==> src/rtl/rstseq_pkg.sv <==
package rstseq_pkg;
  localparam int CAUSE_W = 5;
  localparam int CB_POR  = 0;
  localparam int CB_LVI  = 1;
  localparam int CB_ILAD = 2;
  localparam int CB_ILOP = 3;
  localparam int CB_WDOG = 4;

  typedef enum logic [1:0] {ST_RUN, ST_LONG, ST_SHORT, ST_HOLD} seqState_t;

  typedef struct packed {
    logic               cntClr;
    logic               cntInc;
    logic               causeLoad;
    logic [CAUSE_W-1:0] cause;
  } seqStrobe_t;
endpackage

==> src/rtl/rstseq_dp.sv <==
module rstseq_dp
  import rstseq_pkg::*;
#(
  parameter int CNT_W = 12
) (
  input  logic               clk,
  input  logic               porIn,
  input  logic               supplyOkIn,
  input  seqStrobe_t         strobe,
  output logic [CNT_W-1:0]   cntVal,
  output logic               supplyOkSync,
  output logic [CAUSE_W-1:0] causeStatus
);
  logic [1:0] syncQ;

  // two-flop synchronizer for the supply-good level
  always_ff @(posedge clk or posedge porIn) begin
    if (porIn) syncQ <= '0;
    else       syncQ <= {syncQ[0], supplyOkIn};
  end
  assign supplyOkSync = syncQ[1];

  always_ff @(posedge clk or posedge porIn) begin
    if (porIn)              cntVal <= '0;
    else if (strobe.cntClr) cntVal <= '0;
    else if (strobe.cntInc) cntVal <= cntVal + 1'b1;
  end

  always_ff @(posedge clk or posedge porIn) begin
    if (porIn)                 causeStatus <= CAUSE_W'(1) << CB_POR;
    else if (strobe.causeLoad) causeStatus <= strobe.cause;
  end

  // synchronized level rises two samples after the raw input was high
  a_r2_sync_latency: assert property (@(posedge clk) disable iff (porIn)
    $rose(supplyOkSync) |-> $past(supplyOkIn, 2));

  // a cause load never leaves the register empty
  a_r9_cause_nonzero: assert property (@(posedge clk) disable iff (porIn)
    strobe.causeLoad |=> (causeStatus != '0));
endmodule

==> src/rtl/rstseq_ctrl.sv <==
module rstseq_ctrl
  import rstseq_pkg::*;
#(
  parameter int LONG_CYC  = 4096,
  parameter int SHORT_CYC = 32,
  parameter int HOLD_CYC  = 64,
  parameter int CNT_W     = 12
) (
  input  logic             clk,
  input  logic             porIn,
  input  logic             wdogOvf,
  input  logic             illegalOp,
  input  logic             stopExec,
  input  logic             unmappedAcc,
  input  logic             opcodeFetch,
  input  logic             lviDetect,
  input  logic             cfgWdogDis,
  input  logic             cfgStopEn,
  input  logic             cfgLviPwrDn,
  input  logic             cfgLviRstDis,
  input  logic [CNT_W-1:0] cntVal,
  input  logic             supplyOkSync,
  output seqStrobe_t       strobe,
  output logic             extRstN,
  output logic             cpuRst,
  output logic             vecFetch
);
  localparam logic [CNT_W-1:0] LONG_END  = CNT_W'(LONG_CYC - 1);
  localparam logic [CNT_W-1:0] SHORT_END = CNT_W'(SHORT_CYC - 1);
  localparam logic [CNT_W-1:0] HOLD_END  = CNT_W'(HOLD_CYC - 1);

  seqState_t state, nextState;
  logic wdQual, ilopQual, iladQual, lviQual, intReq;
  logic [CAUSE_W-1:0] causeVec;

  // per-source qualification
  always_comb begin
    wdQual   = wdogOvf & ~cfgWdogDis;
    ilopQual = illegalOp | (stopExec & ~cfgStopEn);
    iladQual = unmappedAcc & opcodeFetch;
    lviQual  = lviDetect & ~cfgLviPwrDn & ~cfgLviRstDis;
    intReq   = wdQual | ilopQual | iladQual;
    causeVec = '0;
    causeVec[CB_WDOG] = wdQual;
    causeVec[CB_ILOP] = ilopQual;
    causeVec[CB_ILAD] = iladQual;
    causeVec[CB_LVI]  = lviQual;
  end

  always_comb begin
    nextState        = state;
    strobe.cntClr    = 1'b0;
    strobe.cntInc    = 1'b0;
    strobe.causeLoad = intReq | lviQual;
    strobe.cause     = causeVec;
    if (lviQual) begin
      nextState     = ST_LONG;
      strobe.cntClr = 1'b1;
    end else if (intReq) begin
      nextState     = (state == ST_LONG) ? ST_LONG : ST_SHORT;
      strobe.cntClr = 1'b1;
    end else begin
      unique case (state)
        ST_LONG: begin
          if (!supplyOkSync) strobe.cntClr = 1'b1;
          else if (cntVal == LONG_END) begin
            nextState     = ST_HOLD;
            strobe.cntClr = 1'b1;
          end else strobe.cntInc = 1'b1;
        end
        ST_SHORT: begin
          if (cntVal == SHORT_END) begin
            nextState     = ST_HOLD;
            strobe.cntClr = 1'b1;
          end else strobe.cntInc = 1'b1;
        end
        ST_HOLD: begin
          if (cntVal == HOLD_END) begin
            nextState     = ST_RUN;
            strobe.cntClr = 1'b1;
          end else strobe.cntInc = 1'b1;
        end
        default: ;
      endcase
    end
  end

  always_ff @(posedge clk or posedge porIn) begin
    if (porIn) begin
      state    <= ST_LONG;
      vecFetch <= 1'b0;
    end else begin
      state    <= nextState;
      vecFetch <= (state == ST_HOLD) && (nextState == ST_RUN);
    end
  end

  assign extRstN = (state == ST_RUN) || (state == ST_HOLD);
  assign cpuRst  = (state != ST_RUN);

  // pin is released while the CPU is still held
  a_r3_pin_before_cpu: assert property (@(posedge clk) disable iff (porIn)
    $rose(extRstN) |-> cpuRst);

  // vector flag only on the cycle the CPU leaves reset
  a_r3_vec_on_release: assert property (@(posedge clk) disable iff (porIn)
    vecFetch |-> (!cpuRst && $past(cpuRst)));

  // data access to unmapped space alone never resets a running CPU
  a_r6_data_access_ignored: assert property (@(posedge clk) disable iff (porIn)
    (!cpuRst && unmappedAcc && !opcodeFetch && !wdogOvf && !illegalOp
     && !stopExec && !lviDetect) |=> !cpuRst);

  // no release of the pin while the synchronized supply is low
  a_r2_wait_supply: assert property (@(posedge clk) disable iff (porIn)
    (state == ST_LONG && !supplyOkSync) |=> !extRstN);
endmodule

==> src/rtl/rstseq_top.sv <==
module rstseq_top
  import rstseq_pkg::*;
#(
  parameter int LONG_CYC  = 4096,
  parameter int SHORT_CYC = 32,
  parameter int HOLD_CYC  = 64
) (
  input  logic               clk,
  input  logic               porIn,
  input  logic               supplyOkIn,
  input  logic               wdogOvf,
  input  logic               illegalOp,
  input  logic               stopExec,
  input  logic               unmappedAcc,
  input  logic               opcodeFetch,
  input  logic               lviDetect,
  input  logic               cfgWdogDis,
  input  logic               cfgStopEn,
  input  logic               cfgLviPwrDn,
  input  logic               cfgLviRstDis,
  output logic               extRstN,
  output logic               cpuRst,
  output logic               vecFetch,
  output logic [CAUSE_W-1:0] statusOut
);
  localparam int MAX_A  = (LONG_CYC > SHORT_CYC) ? LONG_CYC : SHORT_CYC;
  localparam int MAX_C  = (MAX_A > HOLD_CYC) ? MAX_A : HOLD_CYC;
  localparam int CNT_W  = (MAX_C > 2) ? $clog2(MAX_C) : 1;

  seqStrobe_t       strobe;
  logic [CNT_W-1:0] cntVal;
  logic             supplyOkSync;

  rstseq_ctrl #(
    .LONG_CYC(LONG_CYC), .SHORT_CYC(SHORT_CYC), .HOLD_CYC(HOLD_CYC), .CNT_W(CNT_W)
  ) ctrl_i (
    .clk(clk), .porIn(porIn),
    .wdogOvf(wdogOvf), .illegalOp(illegalOp), .stopExec(stopExec),
    .unmappedAcc(unmappedAcc), .opcodeFetch(opcodeFetch), .lviDetect(lviDetect),
    .cfgWdogDis(cfgWdogDis), .cfgStopEn(cfgStopEn),
    .cfgLviPwrDn(cfgLviPwrDn), .cfgLviRstDis(cfgLviRstDis),
    .cntVal(cntVal), .supplyOkSync(supplyOkSync), .strobe(strobe),
    .extRstN(extRstN), .cpuRst(cpuRst), .vecFetch(vecFetch)
  );

  rstseq_dp #(.CNT_W(CNT_W)) dp_i (
    .clk(clk), .porIn(porIn), .supplyOkIn(supplyOkIn), .strobe(strobe),
    .cntVal(cntVal), .supplyOkSync(supplyOkSync), .causeStatus(statusOut)
  );

  // a masked watchdog overflow alone leaves the causes untouched
  a_r4_wdog_masked: assert property (@(posedge clk) disable iff (porIn)
    (cfgWdogDis && wdogOvf && !illegalOp && !stopExec && !unmappedAcc && !lviDetect)
    |=> $stable(statusOut));
endmodule

==> config.mk <==
export PLATFORM = sky130hd
export DESIGN_NAME = rstseq_top
export DESIGN_NICKNAME = d
export VERILOG_FILES = /design/src/rtl/rstseq_pkg.sv /design/src/rtl/rstseq_dp.sv /design/src/rtl/rstseq_ctrl.sv /design/src/rtl/rstseq_top.sv
export SDC_FILE = /design/constraint.sdc
export NUM_CORES = 1
export LEC_CHECK = 0
export BUFFER_PORTS_ARGS = -buffer_cell sky130_fd_sc_hd__buf_2
export CAP_MARGIN = 10
export CORE_UTILIZATION = 50
export DETAILED_ROUTE_END_ITERATION = 12
export PLACE_DENSITY = 0.73
export SKIP_CTS_REPAIR_TIMING = 1
export SYNTH_ARGS = -nofsm -noshare
export SYNTH_HDL_FRONTEND = slang
export SYNTH_SLANG_ARGS = --single-unit
==> constraint.sdc <==
create_clock -name clk -period 3.21 [get_ports clk]
set_input_delay 0.1605 -clock clk [delete_from_list [all_inputs] [get_ports clk]]
set_output_delay 0.1605 -clock clk [all_outputs]
set_load 0.02 [all_outputs]
==> results of run 1 <==
==> flip-flops by register name (all words and copies together), names as in the netlist <==
register and cells:
ctrl_i.state 2, dp_i.causeStatus 5, dp_i.cntVal 12, ctrl_i.vecFetch 1, dp_i.syncQ 2
==> power groups by stage <==
stage          registers (mW)  clock network [mW]  logic [mW]
3_3_place_gp            0.324                   0       0.286
2_1_floorplan           0.327                   0       0.245
5_1_grt                 0.323               0.165       0.332
4_1_cts                 0.320               0.155       0.300
6_report                0.320               0.150       0.298
3_5_place_dp            0.326                   0       0.298
==> final cells by class <==
type	count	area, um2	area share
clock buffers	4	36.28	0.02477
well taps	30	37.54	0.02562
inverters	8	30.03	0.02050
repair buffers	21	110.1	0.07515
flip-flops and latches	22	553.0	0.3775
multi-input cells	98	698.2	0.4765
==> Yosys cell counts, types with 2 or more instances <==
master,number,area [um2]
sky130_fd_sc_hd__dfstp_2,2,52.55
sky130_fd_sc_hd__nor2_1,19,71.32
sky130_fd_sc_hd__mux2i_1,2,20.02
sky130_fd_sc_hd__nor3b_2,3,37.54
sky130_fd_sc_hd__nand2_1,10,37.54
sky130_fd_sc_hd__ha_1,7,87.58
sky130_fd_sc_hd__nor3_1,2,10.01
sky130_fd_sc_hd__a211o_1,2,17.52
sky130_fd_sc_hd__inv_1,8,30.03
sky130_fd_sc_hd__nor4_1,2,12.51
sky130_fd_sc_hd__a21o_1,2,15.01
sky130_fd_sc_hd__dfrtp_1,20,500.5
sky130_fd_sc_hd__and2_1,2,12.51
sky130_fd_sc_hd__nor2b_1,5,31.28
sky130_fd_sc_hd__nor2_2,2,12.51
sky130_fd_sc_hd__and3_1,2,12.51
sky130_fd_sc_hd__xnor2_1,10,87.58
sky130_fd_sc_hd__nand4_1,5,31.28
sky130_fd_sc_hd__nand3_1,3,15.01
==> cells by family after synthesis <==
kind of cell | Yosys count | share of synthesized area
simple gates | 63 | 0.2734
flops | 22 | 0.4226
compound gates | 15 | 0.1042
buf+inv | 12 | 0.04397
xor+xnor | 11 | 0.07361
fa+ha+maj | 7 | 0.06692
mux | 2 | 0.01530
==> metal layers <==
metal	track usage	vias to the layer above	wire length [um]
met2	0.3333	22	1235
li1	-	503	-
met1	0.2473	491	1111
met3	0.02586	4	97
met5	0	-	0
met4	0.06140	0	19
==> stage by stage <==
step / std cells / utilization
4_1_cts: 182 / 0.5874
3_5_place_dp: 178 / 0.5727
6_report: 183 / 0.5914
5_1_grt: 183 / 0.5914
2_1_floorplan: 132 / -
3_3_place_gp: 178 / 0.5727
==> worst max-delay path by stage <==
stage                    start         endpoint  slack, ps  cells after the start
2_1_floorplan  ctrl_i.state[0]   dp_i.cntVal[7]       1240                     10
3_3_place_gp    dp_i.cntVal[0]  dp_i.cntVal[10]        880                      7
3_5_place_dp    dp_i.cntVal[0]   dp_i.cntVal[8]        760                      7
4_1_cts         dp_i.cntVal[0]   dp_i.cntVal[8]        740                      7
5_1_grt         dp_i.cntVal[0]  dp_i.cntVal[10]        600                      7
6_report        dp_i.cntVal[0]   dp_i.cntVal[8]        740                      7
==> metrics.txt, run 1 <==
# TYPE chip_impl_metric gauge
chip_impl_info{name="crit-reg2reg-capture",value="dp_i.cntVal[8]"} 1
chip_impl_metric{name="synth.ff_latch_count",unit=""} 22
chip_impl_info{name="final_cell_mix",value="20 x sky130_fd_sc_hd__dfrtp_1, 20 x sky130_fd_sc_hd__buf_2, 19 x sky130_fd_sc_hd__nor2_1"} 1
chip_impl_metric{name="layout.cell_area.non_filler",unit="um2"} 1465
chip_impl_metric{name="post_synth_num_cell_types",unit=""} 43
chip_impl_metric{name="layout-drive-gt1-share",unit=""} 0.2484
chip_impl_metric{name="grt_start_max_net_pins",unit=""} 23
chip_impl_metric{name="drt_first_iter_violations",unit=""} 19
chip_impl_metric{name="route.antenna.remaining_nets",unit=""} 0
chip_impl_metric{name="holdWs",unit="ps"} -18.65
chip_impl_metric{name="power_report.internal_total",unit="uW"} 479.0
chip_impl_metric{name="timing.final.setup_violations",unit=""} 0
chip_impl_info{name="critPathTopFamily",value="simple AND/OR/NAND/NOR gates"} 1
chip_impl_metric{name="die_height",unit="um"} 53.16
chip_impl_metric{name="finalWirelength",unit="mm"} 2.463
chip_impl_metric{name="min_setup_slack_post_route",unit="ps"} 741.7
chip_impl_metric{name="critical-path-max-stage-delay",unit="ps"} 620
chip_impl_metric{name="dr.pass1.iters",unit=""} 5
chip_impl_metric{name="cts-htree-levels",unit=""} 1
chip_impl_metric{name="cts_made_buffers",unit=""} 3
chip_impl_metric{name="io_buffers",unit=""} 20
chip_impl_info{name="tritoncts_clock_tree",value="built"} 1
chip_impl_metric{name="design.portCount",unit=""} 21
chip_impl_info{name="cts_root_buffer",value="sky130_fd_sc_hd__clkbuf_4"} 1
chip_impl_metric{name="finalClockSkew",unit="ps"} 6.273
chip_impl_metric{name="synthesis.area_per_instance",unit="um2"} 9.915
chip_impl_metric{name="place.detailed.hpwl",unit="mm"} 1.845
chip_impl_metric{name="r2r_cells",unit=""} 7
chip_impl_metric{name="number_of_antenna_violations_at_the_first_check_in_global_routing",unit=""} 0
chip_impl_info{name="critical_path.endpoint_type",value="flop"} 1
chip_impl_metric{name="detailroute.via_count",unit=""} 1020
chip_impl_metric{name="die_w",unit="um"} 53.16
chip_impl_info{name="cp_cell_sequence",value="ha_1, nand3_2, or4_4, a32oi_2, nor3_1, xnor2_1, nor2_1"} 1
chip_impl_info{name="worstSetupPathType",value="flop to flop"} 1
chip_impl_metric{name="overall_global_routing_resource_usage",unit=""} 0.1932
chip_impl_metric{name="timing.critical_path.arrival",unit="ps"} 2650
chip_impl_metric{name="synth_cells",unit=""} 132
chip_impl_metric{name="dpl_worst_slack",unit="ps"} 764.3
chip_impl_metric{name="share_of_total_power_in_sequential_cells",unit=""} 0.417
chip_impl_metric{name="p_sw_frac",unit=""} 0.3761
chip_impl_metric{name="setup_total_negative_slack",unit="ps"} 0
chip_impl_metric{name="leakagePower",unit="nW"} 0.6579
chip_impl_metric{name="netSwitchingPower",unit="uW"} 288.7
chip_impl_metric{name="vias_in_the_first_global_route",unit=""} 916
chip_impl_info{name="synthFlopType",value="sky130_fd_sc_hd__dfrtp_1"} 1
chip_impl_metric{name="viasPerCell",unit=""} 5.574
chip_impl_info{name="outcome",value="complete, but fails checks"} 1
chip_impl_metric{name="grt_pass1_wl",unit="mm"} 3.905
chip_impl_metric{name="min_period_over_period",unit=""} 0.7690
chip_impl_metric{name="fp.coreArea",unit="um2"} 2477
chip_impl_metric{name="cts_num_sinks",unit=""} 22
chip_impl_info{name="r2r_start",value="dp_i.cntVal[0]"} 1
chip_impl_metric{name="drcViolationCount",unit=""} 0
chip_impl_metric{name="fillerInstances",unit=""} 217
chip_impl_metric{name="cp_num_buf_inv",unit=""} 0
chip_impl_metric{name="clock.fmax",unit="MHz"} 405.1
chip_impl_metric{name="required",unit="ps"} 3400
chip_impl_metric{name="cts.clk_slew.worst_paths",unit="ps"} 120
chip_impl_metric{name="clk_path_buf_depth",unit=""} 2
chip_impl_metric{name="power.density",unit="nW/um2"} 524.0
chip_impl_metric{name="clk_latency",unit="ps"} 300
chip_impl_info{name="violations_in_the_final_reports",value="hold timing"} 1
chip_impl_metric{name="initial_core_util",unit=""} 0.5283
chip_impl_info{name="grt_setup_unrepaired",value="false"} 1
chip_impl_info{name="hold_path.class",value="input port to async pin"} 1
chip_impl_metric{name="power.clock.fraction",unit=""} 0.195
chip_impl_metric{name="max_cap_viols",unit=""} 0
chip_impl_metric{name="synthesis.area",unit="um2"} 1309
chip_impl_metric{name="maxSlewViolCount",unit=""} 0
chip_impl_metric{name="worst_slew_margin_rel",unit=""} 0.4708
chip_impl_metric{name="timing.critical_path.fanout_max",unit=""} 12
chip_impl_metric{name="ys_async_sr_fraction",unit=""} 1.000
chip_impl_metric{name="nNetsFinal",unit=""} 174
chip_impl_metric{name="synth.yosys.seq_area_share",unit=""} 0.4226
chip_impl_info{name="critical-path-slowest-cell",value="sky130_fd_sc_hd__a32oi_2"} 1
chip_impl_metric{name="synth_edf_count",unit=""} 0
chip_impl_metric{name="ir_drop",unit="uV"} 427.0
chip_impl_metric{name="final_period_minus_worst_setup_slack",unit="ps"} 2468
chip_impl_metric{name="comb_power_share",unit=""} 0.388
chip_impl_metric{name="place_area",unit="um2"} 1419
chip_impl_metric{name="final-hold-violation-count",unit=""} 20
chip_impl_metric{name="synth.yosys.warnings",unit=""} 0
chip_impl_info{name="critPathLaunchType",value="flop"} 1
chip_impl_metric{name="synth_nets",unit=""} 152
chip_impl_metric{name="rows",unit=""} 18
chip_impl_metric{name="rrSetupSlack",unit="ps"} 740
chip_impl_metric{name="antenna_cells",unit=""} 0
chip_impl_metric{name="syn_to_final_growth",unit="%"} 11.95
chip_impl_metric{name="globalplace.congestion",unit=""} 0.8029
chip_impl_metric{name="globalRoute.totalOverflow",unit=""} 0
chip_impl_metric{name="tightestPinTransition",unit="ps"} 792.9
chip_impl_metric{name="report.power.total",unit="uW"} 767.7
chip_impl_metric{name="die_area",unit="um2"} 2826
chip_impl_metric{name="drt-wirelength-per-cell",unit="um"} 13.46
Power figures use the tool's default switching activity.
==> run 2: changes to the inputs <==
--- a/config.mk
+++ b/config.mk
@@ -5,11 +5,12 @@
 export SDC_FILE = /design/constraint.sdc
 export NUM_CORES = 1
 export LEC_CHECK = 0
+export ABC_AREA = 1
 export BUFFER_PORTS_ARGS = -buffer_cell sky130_fd_sc_hd__buf_2
 export CAP_MARGIN = 10
 export CORE_UTILIZATION = 50
 export DETAILED_ROUTE_END_ITERATION = 12
-export PLACE_DENSITY = 0.73
+export PLACE_DENSITY = 0.75
 export SKIP_CTS_REPAIR_TIMING = 1
 export SYNTH_ARGS = -nofsm -noshare
 export SYNTH_HDL_FRONTEND = slang
==> constraint.sdc (replaced) <==
create_clock -name clk -period 2 [get_ports clk]
set_input_delay 0.1 -clock clk [delete_from_list [all_inputs] [get_ports clk]]
set_output_delay 0.1 -clock clk [all_outputs]
set_load 0.02 [all_outputs]
==> run 2 against run 1 <==
The run now ends clean. Cell area grew 16%. Die area grew 10%. Routed wire length grew 20%. First-iteration DRC count grew to 3.1 times the previous value. Clock skew grew 1.4 ps. Synthesized cell count grew 52%. Clock-buffer cell count shrank 1. Worst hold slack gained 28 ps. Fmax grew 34%. Sequential cell count is the same. Combinational power shrank 1%. Register-to-register slack lost 580 ps. Largest cell class unchanged.
==> metrics.txt, run 2 <==
# TYPE chip_impl_metric gauge
chip_impl_info{name="hold_path.class",value="input port to flop"} 1
chip_impl_metric{name="min_period_over_period",unit=""} 0.9185
chip_impl_metric{name="die_w",unit="um"} 55.79
chip_impl_metric{name="rows",unit=""} 19
chip_impl_metric{name="cts-htree-levels",unit=""} 1
chip_impl_metric{name="synth.ff_latch_count",unit=""} 22
chip_impl_info{name="worstSetupPathType",value="flop to flop"} 1
chip_impl_info{name="final_cell_mix",value="53 x sky130_fd_sc_hd__nand2_1, 28 x sky130_fd_sc_hd__nor2_1, 26 x sky130_fd_sc_hd__inv_1"} 1
chip_impl_metric{name="globalRoute.totalOverflow",unit=""} 0
chip_impl_metric{name="globalplace.congestion",unit=""} 0.8366
chip_impl_metric{name="synthesis.area_per_instance",unit="um2"} 7.232
chip_impl_metric{name="timing.critical_path.arrival",unit="ps"} 2060
chip_impl_metric{name="overall_global_routing_resource_usage",unit=""} 0.2004
chip_impl_info{name="biggest_registers_after_layout",value="dp_i.cntVal x12, dp_i.causeStatus x5"} 1
chip_impl_info{name="tritoncts_clock_tree",value="built"} 1
chip_impl_metric{name="drcViolationCount",unit=""} 0
chip_impl_info{name="synth_largest_area_cell",value="sky130_fd_sc_hd__dfrtp_1"} 1
chip_impl_metric{name="power.density",unit="nW/um2"} 657.8
chip_impl_info{name="regMostFlops",value="dp_i.cntVal"} 1
chip_impl_metric{name="dr.pass1.iters",unit=""} 4
chip_impl_metric{name="area_fraction_of_the_dominant_cell_type_after_synthesis",unit=""} 0.3460
chip_impl_metric{name="grt_start_max_net_pins",unit=""} 23
chip_impl_metric{name="ys_async_sr_fraction",unit=""} 1.000
chip_impl_metric{name="fillerInstances",unit=""} 260
chip_impl_metric{name="detailroute.via_count",unit=""} 1316
chip_impl_metric{name="layout.area.seq",unit="um2"} 553.0
chip_impl_info{name="cts_root_buffer",value="sky130_fd_sc_hd__clkbuf_4"} 1
chip_impl_metric{name="die_area",unit="um2"} 3112
chip_impl_metric{name="synth_nets",unit=""} 220
chip_impl_metric{name="synth.yosys.warnings",unit=""} 0
chip_impl_info{name="critPathLaunchType",value="flop"} 1
chip_impl_metric{name="cts_made_buffers",unit=""} 3
chip_impl_info{name="grt_setup_unrepaired",value="false"} 1
chip_impl_metric{name="multi_input_area",unit="um2"} 782.0
chip_impl_metric{name="design.portCount",unit=""} 21
chip_impl_metric{name="synth_cells",unit=""} 200
chip_impl_info{name="outcome",value="finished, final reports clean"} 1
chip_impl_metric{name="viasPerCell",unit=""} 5.081
chip_impl_metric{name="required",unit="ps"} 2220
chip_impl_metric{name="io_buffers",unit=""} 20
chip_impl_metric{name="die_height",unit="um"} 55.79
chip_impl_metric{name="number_of_antenna_violations_at_the_first_check_in_global_routing",unit=""} 0
chip_impl_metric{name="cts_num_sinks",unit=""} 22
chip_impl_metric{name="final-hold-violation-count",unit=""} 0
chip_impl_metric{name="max_cap_viols",unit=""} 0
chip_impl_metric{name="finalClockSkew",unit="ps"} 7.646
chip_impl_metric{name="synth_edf_count",unit=""} 0
chip_impl_metric{name="grt_pass1_wl",unit="mm"} 4.899
chip_impl_metric{name="synth.yosys.seq_area_share",unit=""} 0.3824
chip_impl_metric{name="setup_total_negative_slack",unit="ps"} 0
chip_impl_metric{name="vias_in_the_first_global_route",unit=""} 1140
chip_impl_metric{name="fp.coreArea",unit="um2"} 2758
chip_impl_metric{name="initial_core_util",unit=""} 0.5245
chip_impl_info{name="synth_common_cells",value="53 x sky130_fd_sc_hd__nand2_1, 28 x sky130_fd_sc_hd__nor2_1, 26 x sky130_fd_sc_hd__inv_1"} 1
chip_impl_metric{name="synthesis.area",unit="um2"} 1446
chip_impl_metric{name="antenna_cells",unit=""} 0
chip_impl_metric{name="maxSlewViolCount",unit=""} 0
chip_impl_metric{name="tightestPinTransition",unit="ps"} 841.0
chip_impl_metric{name="drt_first_iter_violations",unit=""} 58
chip_impl_metric{name="place.detailed.hpwl",unit="mm"} 2.216
chip_impl_metric{name="post_synth_num_cell_types",unit=""} 27
chip_impl_metric{name="final_period_minus_worst_setup_slack",unit="ps"} 1837
chip_impl_metric{name="layout-drive-gt1-share",unit=""} 0.1974
chip_impl_metric{name="syn_to_final_growth",unit="%"} 17.13
chip_impl_metric{name="ir_drop",unit="uV"} 631.2
chip_impl_info{name="ys_top_cells_by_area",value="sky130_fd_sc_hd__dfrtp_1 35%, sky130_fd_sc_hd__nand2_1 14%, sky130_fd_sc_hd__nor2_1 7.3%"} 1
chip_impl_metric{name="cts.clk_slew.worst_paths",unit="ps"} 130
chip_impl_info{name="critical_path.endpoint_type",value="flop"} 1
chip_impl_metric{name="leakagePower",unit="nW"} 0.8238
chip_impl_metric{name="finalWirelength",unit="mm"} 2.966
chip_impl_metric{name="report.power.total",unit="mW"} 1.114
chip_impl_metric{name="clk_latency",unit="ps"} 310
chip_impl_metric{name="clock.fmax",unit="MHz"} 544.4
chip_impl_metric{name="route.antenna.remaining_nets",unit=""} 0
chip_impl_info{name="mostFrequentLayoutCell",value="sky130_fd_sc_hd__nand2_1"} 1
chip_impl_metric{name="drt-wirelength-per-cell",unit="um"} 11.45
chip_impl_metric{name="clk_path_buf_depth",unit=""} 2
chip_impl_metric{name="timing.final.setup_violations",unit=""} 0
chip_impl_info{name="synth.most_common_cell",value="sky130_fd_sc_hd__nand2_1"} 1
chip_impl_metric{name="timing.critical_path.fanout_max",unit=""} 7
chip_impl_metric{name="nNetsFinal",unit=""} 249
chip_impl_info{name="synthFlopType",value="sky130_fd_sc_hd__dfrtp_1"} 1
chip_impl_metric{name="largest_reg_flops",unit=""} 12
chip_impl_metric{name="worst_slew_margin_rel",unit=""} 0.4387
## run 2: cells by family after synthesis
| family | Yosys count | share of synthesized area |
|---|---|---|
| and+or+nand+nor | 128 | 0.4204 |
| adders and majority gates | 7 | 0.06055 |
| DFF | 22 | 0.3824 |
| AOI/OAI and AO/OA | 12 | 0.04758 |
| xor gates and xnor gates | 2 | 0.01211 |
| buffers and inverters | 29 | 0.07698 |
## run 2: worst paths after layout
kind	startpoint	end	slack [ps]	cells after the start
worst min register to register	dp_i.syncQ[0]	dp_i.syncQ[1]	360	0
min in group asynchronous	porIn	dp_i.cntVal[4]	490	3
worst max-delay path	ctrl_i.state[0]	ctrl_i.vecFetch	160	9
max in group asynchronous	porIn	dp_i.causeStatus[4]	990	3
worst max register to register	ctrl_i.state[0]	ctrl_i.vecFetch	160	9
worst min-delay path	opcodeFetch	dp_i.causeStatus[2]	10	3
## run 2: final cells by class
type | instances | area share
Multi-Input combinational cell | 149 | 0.4616
Sequential cell | 22 | 0.3264
Timing Repair Buffer | 25 | 0.09454
Inverter | 28 | 0.06352
Tap cell | 31 | 0.02290
Clock inverter | 1 | 0.01773
Clock buffer | 3 | 0.01329
## run 2: power breakdown
| part | internal (mW) | switching, mW | total, mW |
|---|---|---|---|
| Sequential | 0.465 | 0.0148 | 0.479 |
| Clock | 0.203 | 0.138 | 0.341 |
| Combinational | 0.102 | 0.192 | 0.294 |
## run 2: metrics by stage
step | area, um2 | util | hold slack, ps | cells | setup WS, ps
floorplan | 1446 | - | 87.74 | 200 | 213.6
global placement | 1602 | 0.5808 | 208.2 | 251 | 234.6
detailed placement | 1602 | 0.5808 | 210.4 | 251 | 197.4
CTS | 1654 | 0.5998 | -127.6 | 255 | 170.4
global route | 1694 | 0.6143 | 0.3155 | 259 | 19.65
finish | 1694 | 0.6143 | 9.701 | 259 | 163.0
## run 2: layer usage
metal,global-route usage,routed length [um]
met2,0.3029,1281
met4,0.04643,19
met1,0.2907,1569
met3,0.04884,96
met5,0,0
## run 2: critical path: stages, from the launching register on
cell and delay [ps]:
sky130_fd_sc_hd__dfstp_2 580, sky130_fd_sc_hd__inv_1 110, sky130_fd_sc_hd__ha_1 250, sky130_fd_sc_hd__inv_1 240, sky130_fd_sc_hd__buf_12 170, sky130_fd_sc_hd__nand4_1 110
sky130_fd_sc_hd__nand2_1 100, sky130_fd_sc_hd__nand2_1 60, sky130_fd_sc_hd__nand4_1 80, sky130_fd_sc_hd__nor2_1 50
==> run 3: changes to the inputs <==
--- a/config.mk
+++ b/config.mk
@@ -8,9 +8,10 @@
 export ABC_AREA = 1
 export BUFFER_PORTS_ARGS = -buffer_cell sky130_fd_sc_hd__buf_2
 export CAP_MARGIN = 10
+export CORE_MARGIN = 5
 export CORE_UTILIZATION = 50
 export DETAILED_ROUTE_END_ITERATION = 12
-export PLACE_DENSITY = 0.75
+export PLACE_DENSITY = 0.72
 export SKIP_CTS_REPAIR_TIMING = 1
 export SYNTH_ARGS = -nofsm -noshare
 export SYNTH_HDL_FRONTEND = slang
==> constraint.sdc (replaced) <==
create_clock -name clk -period 1.75 [get_ports clk]
set_input_delay 0.0875 -clock clk [delete_from_list [all_inputs] [get_ports clk]]
set_output_delay 0.0875 -clock clk [all_outputs]
set_load 0.02 [all_outputs]
==> run 3 against run 2 <==
The run now ends with hold timing left. Routed wire length rose by 18%. Clock power rose by 17%. Setup slack got worse by 100 ps. Power rose by 20%. Worst hold slack got worse by 23 ps. Largest cell class unchanged. Highest routed layer unchanged.
==> metrics.txt, run 3 (synthesis results as in run 2) <==
# TYPE chip_impl_metric gauge
chip_impl_info{name="outcome",value="complete, but fails checks"} 1
chip_impl_info{name="violations_in_the_final_reports",value="hold timing"} 1
chip_impl_metric{name="finalWirelength",unit="mm"} 3.486
chip_impl_metric{name="design.portCount",unit=""} 21
chip_impl_metric{name="groute.layer.met1.usage",unit=""} 0.2216
chip_impl_metric{name="place.detailed.hpwl",unit="mm"} 2.530
chip_impl_metric{name="die_area",unit="um2"} 4069
chip_impl_metric{name="report.power.total",unit="mW"} 1.342
chip_impl_metric{name="grt_pass1_wl",unit="mm"} 5.671
chip_impl_metric{name="cts_num_sinks",unit=""} 22
chip_impl_metric{name="clock.fmax",unit="MHz"} 592.5
chip_impl_metric{name="drt_first_iter_violations",unit=""} 54
chip_impl_metric{name="holdWs",unit="ps"} -13.25
chip_impl_metric{name="p_sw_frac",unit=""} 0.3206
chip_impl_metric{name="initial_core_util",unit=""} 0.5245
chip_impl_metric{name="globalRoute.totalOverflow",unit=""} 0
chip_impl_metric{name="met2_usage",unit=""} 0.2776
chip_impl_metric{name="globalplace.congestion",unit=""} 0.8842
chip_impl_metric{name="leakagePower",unit="nW"} 0.8951
chip_impl_metric{name="syn_to_final_growth",unit="%"} 29.76
chip_impl_metric{name="die_w",unit="um"} 63.79
chip_impl_metric{name="cts-htree-levels",unit=""} 1
chip_impl_info{name="worstSetupPathType",value="flop to flop"} 1
chip_impl_metric{name="fillerInstances",unit=""} 212
chip_impl_metric{name="min_period_over_period",unit=""} 0.9644
chip_impl_metric{name="grt_use_met3",unit=""} 0.02977
chip_impl_info{name="hold_path.class",value="input port to flop"} 1
chip_impl_info{name="cts_root_buffer",value="sky130_fd_sc_hd__clkbuf_4"} 1
chip_impl_metric{name="timing.critical_path.fanout_max",unit=""} 8
chip_impl_metric{name="finalNonFillerCells",unit=""} 274
chip_impl_metric{name="setup_total_negative_slack",unit="ps"} 0
chip_impl_metric{name="share_of_total_power_in_sequential_cells",unit=""} 0.409
chip_impl_metric{name="timing.critical_path.arrival",unit="ps"} 1920
chip_impl_metric{name="antenna_cells",unit=""} 0
chip_impl_metric{name="drt-wirelength-per-cell",unit="um"} 12.72
chip_impl_metric{name="grt_start_max_net_pins",unit=""} 23
chip_impl_metric{name="number_of_antenna_violations_at_the_first_check_in_global_routing",unit=""} 0
chip_impl_info{name="critical_path.endpoint_type",value="flop"} 1
chip_impl_metric{name="worst_slew_margin_rel",unit=""} 0.7377
chip_impl_metric{name="tightestPinTransition",unit="ps"} 391.9
chip_impl_metric{name="vias_in_the_first_global_route",unit=""} 1357
chip_impl_metric{name="largest_reg_flops",unit=""} 12
chip_impl_metric{name="clk_latency",unit="ps"} 320
chip_impl_metric{name="viasPerCell",unit=""} 5.182
chip_impl_metric{name="power.clock.fraction",unit=""} 0.297
chip_impl_metric{name="drcViolationCount",unit=""} 0
chip_impl_metric{name="ir_drop",unit="uV"} 685.4
chip_impl_metric{name="power.density",unit="nW/um2"} 714.9
chip_impl_metric{name="clk_path_buf_depth",unit=""} 2
chip_impl_metric{name="cts.clk_slew.worst_paths",unit="ps"} 130
chip_impl_metric{name="io_buffers",unit=""} 20
chip_impl_metric{name="placed_cells",unit=""} 260
chip_impl_metric{name="comb_power_share",unit=""} 0.294
chip_impl_metric{name="maxSlewViolCount",unit=""} 0
chip_impl_info{name="tritoncts_clock_tree",value="built"} 1
chip_impl_metric{name="detailroute.via_count",unit=""} 1420
chip_impl_info{name="grt_setup_unrepaired",value="true"} 1
chip_impl_metric{name="timing.final.setup_violations",unit=""} 0
chip_impl_info{name="globalRoute.busiestLayer",value="met2"} 1
chip_impl_info{name="biggest_registers_after_layout",value="dp_i.cntVal x12, dp_i.causeStatus x5"} 1
chip_impl_metric{name="netSwitchingPower",unit="uW"} 430.2
chip_impl_metric{name="required",unit="ps"} 1980
chip_impl_metric{name="rows",unit=""} 19
chip_impl_metric{name="die_height",unit="um"} 63.79
chip_impl_info{name="final_cell_mix",value="52 x sky130_fd_sc_hd__nand2_1, 26 x sky130_fd_sc_hd__nor2_1, 25 x sky130_fd_sc_hd__inv_1"} 1
chip_impl_info{name="critPathLaunchType",value="flop"} 1
chip_impl_metric{name="dr.pass1.iters",unit=""} 4
chip_impl_metric{name="nNetsFinal",unit=""} 264
chip_impl_info{name="regMostFlops",value="dp_i.cntVal"} 1
chip_impl_metric{name="finalClockSkew",unit="ps"} 8.698
chip_impl_metric{name="route.antenna.remaining_nets",unit=""} 0
chip_impl_metric{name="cts_made_buffers",unit=""} 3
chip_impl_metric{name="post-route-util",unit=""} 0.6806
chip_impl_metric{name="final-hold-violation-count",unit=""} 1
chip_impl_info{name="mostFrequentLayoutCell",value="sky130_fd_sc_hd__nand2_1"} 1
chip_impl_metric{name="fp.coreArea",unit="um2"} 2758
chip_impl_metric{name="layout-drive-gt1-share",unit=""} 0.2963
chip_impl_metric{name="power_report.internal_total",unit="uW"} 911.6
chip_impl_metric{name="max_cap_viols",unit=""} 0
chip_impl_metric{name="final_period_minus_worst_setup_slack",unit="ps"} 1688
chip_impl_metric{name="overall_global_routing_resource_usage",unit=""} 0.1690
==> run 3: power by group through the flow <==
stage	sequential, mW	clock [mW]	combinational [mW]
floorplan	0.563	0	0.229
global placement	0.556	0	0.329
detailed placement	0.558	0	0.339
CTS	0.548	0.402	0.340
global route	0.553	0.433	0.438
finish	0.549	0.398	0.395
==> run 3: area by class of cell <==
class	count	area [um2]	share of cell area
clock buffers	3	22.52	0.01200
clock inverters	1	30.03	0.01600
inverters	28	110.1	0.05867
multi-input cells	150	863.3	0.4600
flip-flops and latches	22	556.8	0.2967
well taps	31	38.79	0.02067
repair buffers	39	255.2	0.1360
==> run 3: metal layers <==
metal,wire length (um),vias to the layer above
met3,176,11
met4,76,0
met1,1527,645
met2,1706,41
met5,0,-
li1,-,723
==> run 3: critical path: stages, from the launching register on <==
cell                      delay, ps
sky130_fd_sc_hd__dfrtp_1        440
sky130_fd_sc_hd__ha_4           190
sky130_fd_sc_hd__nand3_4        100
sky130_fd_sc_hd__nor2_4         150
sky130_fd_sc_hd__nand2_2         80
sky130_fd_sc_hd__nand2_4         70
sky130_fd_sc_hd__nand3_4        170
sky130_fd_sc_hd__nand2_8        140
sky130_fd_sc_hd__inv_6           40
sky130_fd_sc_hd__nand2_2         40
sky130_fd_sc_hd__nand2_1         40
sky130_fd_sc_hd__and2_1         120
==> run 3: final timing paths <==
check | end | from | cells after the start | slack [ps]
worst max-delay path | dp_i.cntVal[3] | dp_i.cntVal[1] | 11 | 60
worst min-delay path | dp_i.causeStatus[2] | opcodeFetch | 3 | -10
worst max register to register | dp_i.cntVal[3] | dp_i.cntVal[1] | 11 | 60
worst min register to register | dp_i.syncQ[1] | dp_i.syncQ[0] | 0 | 370
max in group asynchronous | ctrl_i.state[0] | porIn | 4 | 1130
min in group asynchronous | dp_i.causeStatus[2] | porIn | 4 | 330
==> run 3: stage by stage <==
stage	instance area (um2)	worst slack [ps]
floorplan	1448	63.72
global placement	1657	49.33
detailed placement	1657	24.90
CTS	1709	-6.421
global route	1877	-40.07
finish	1877	62.23
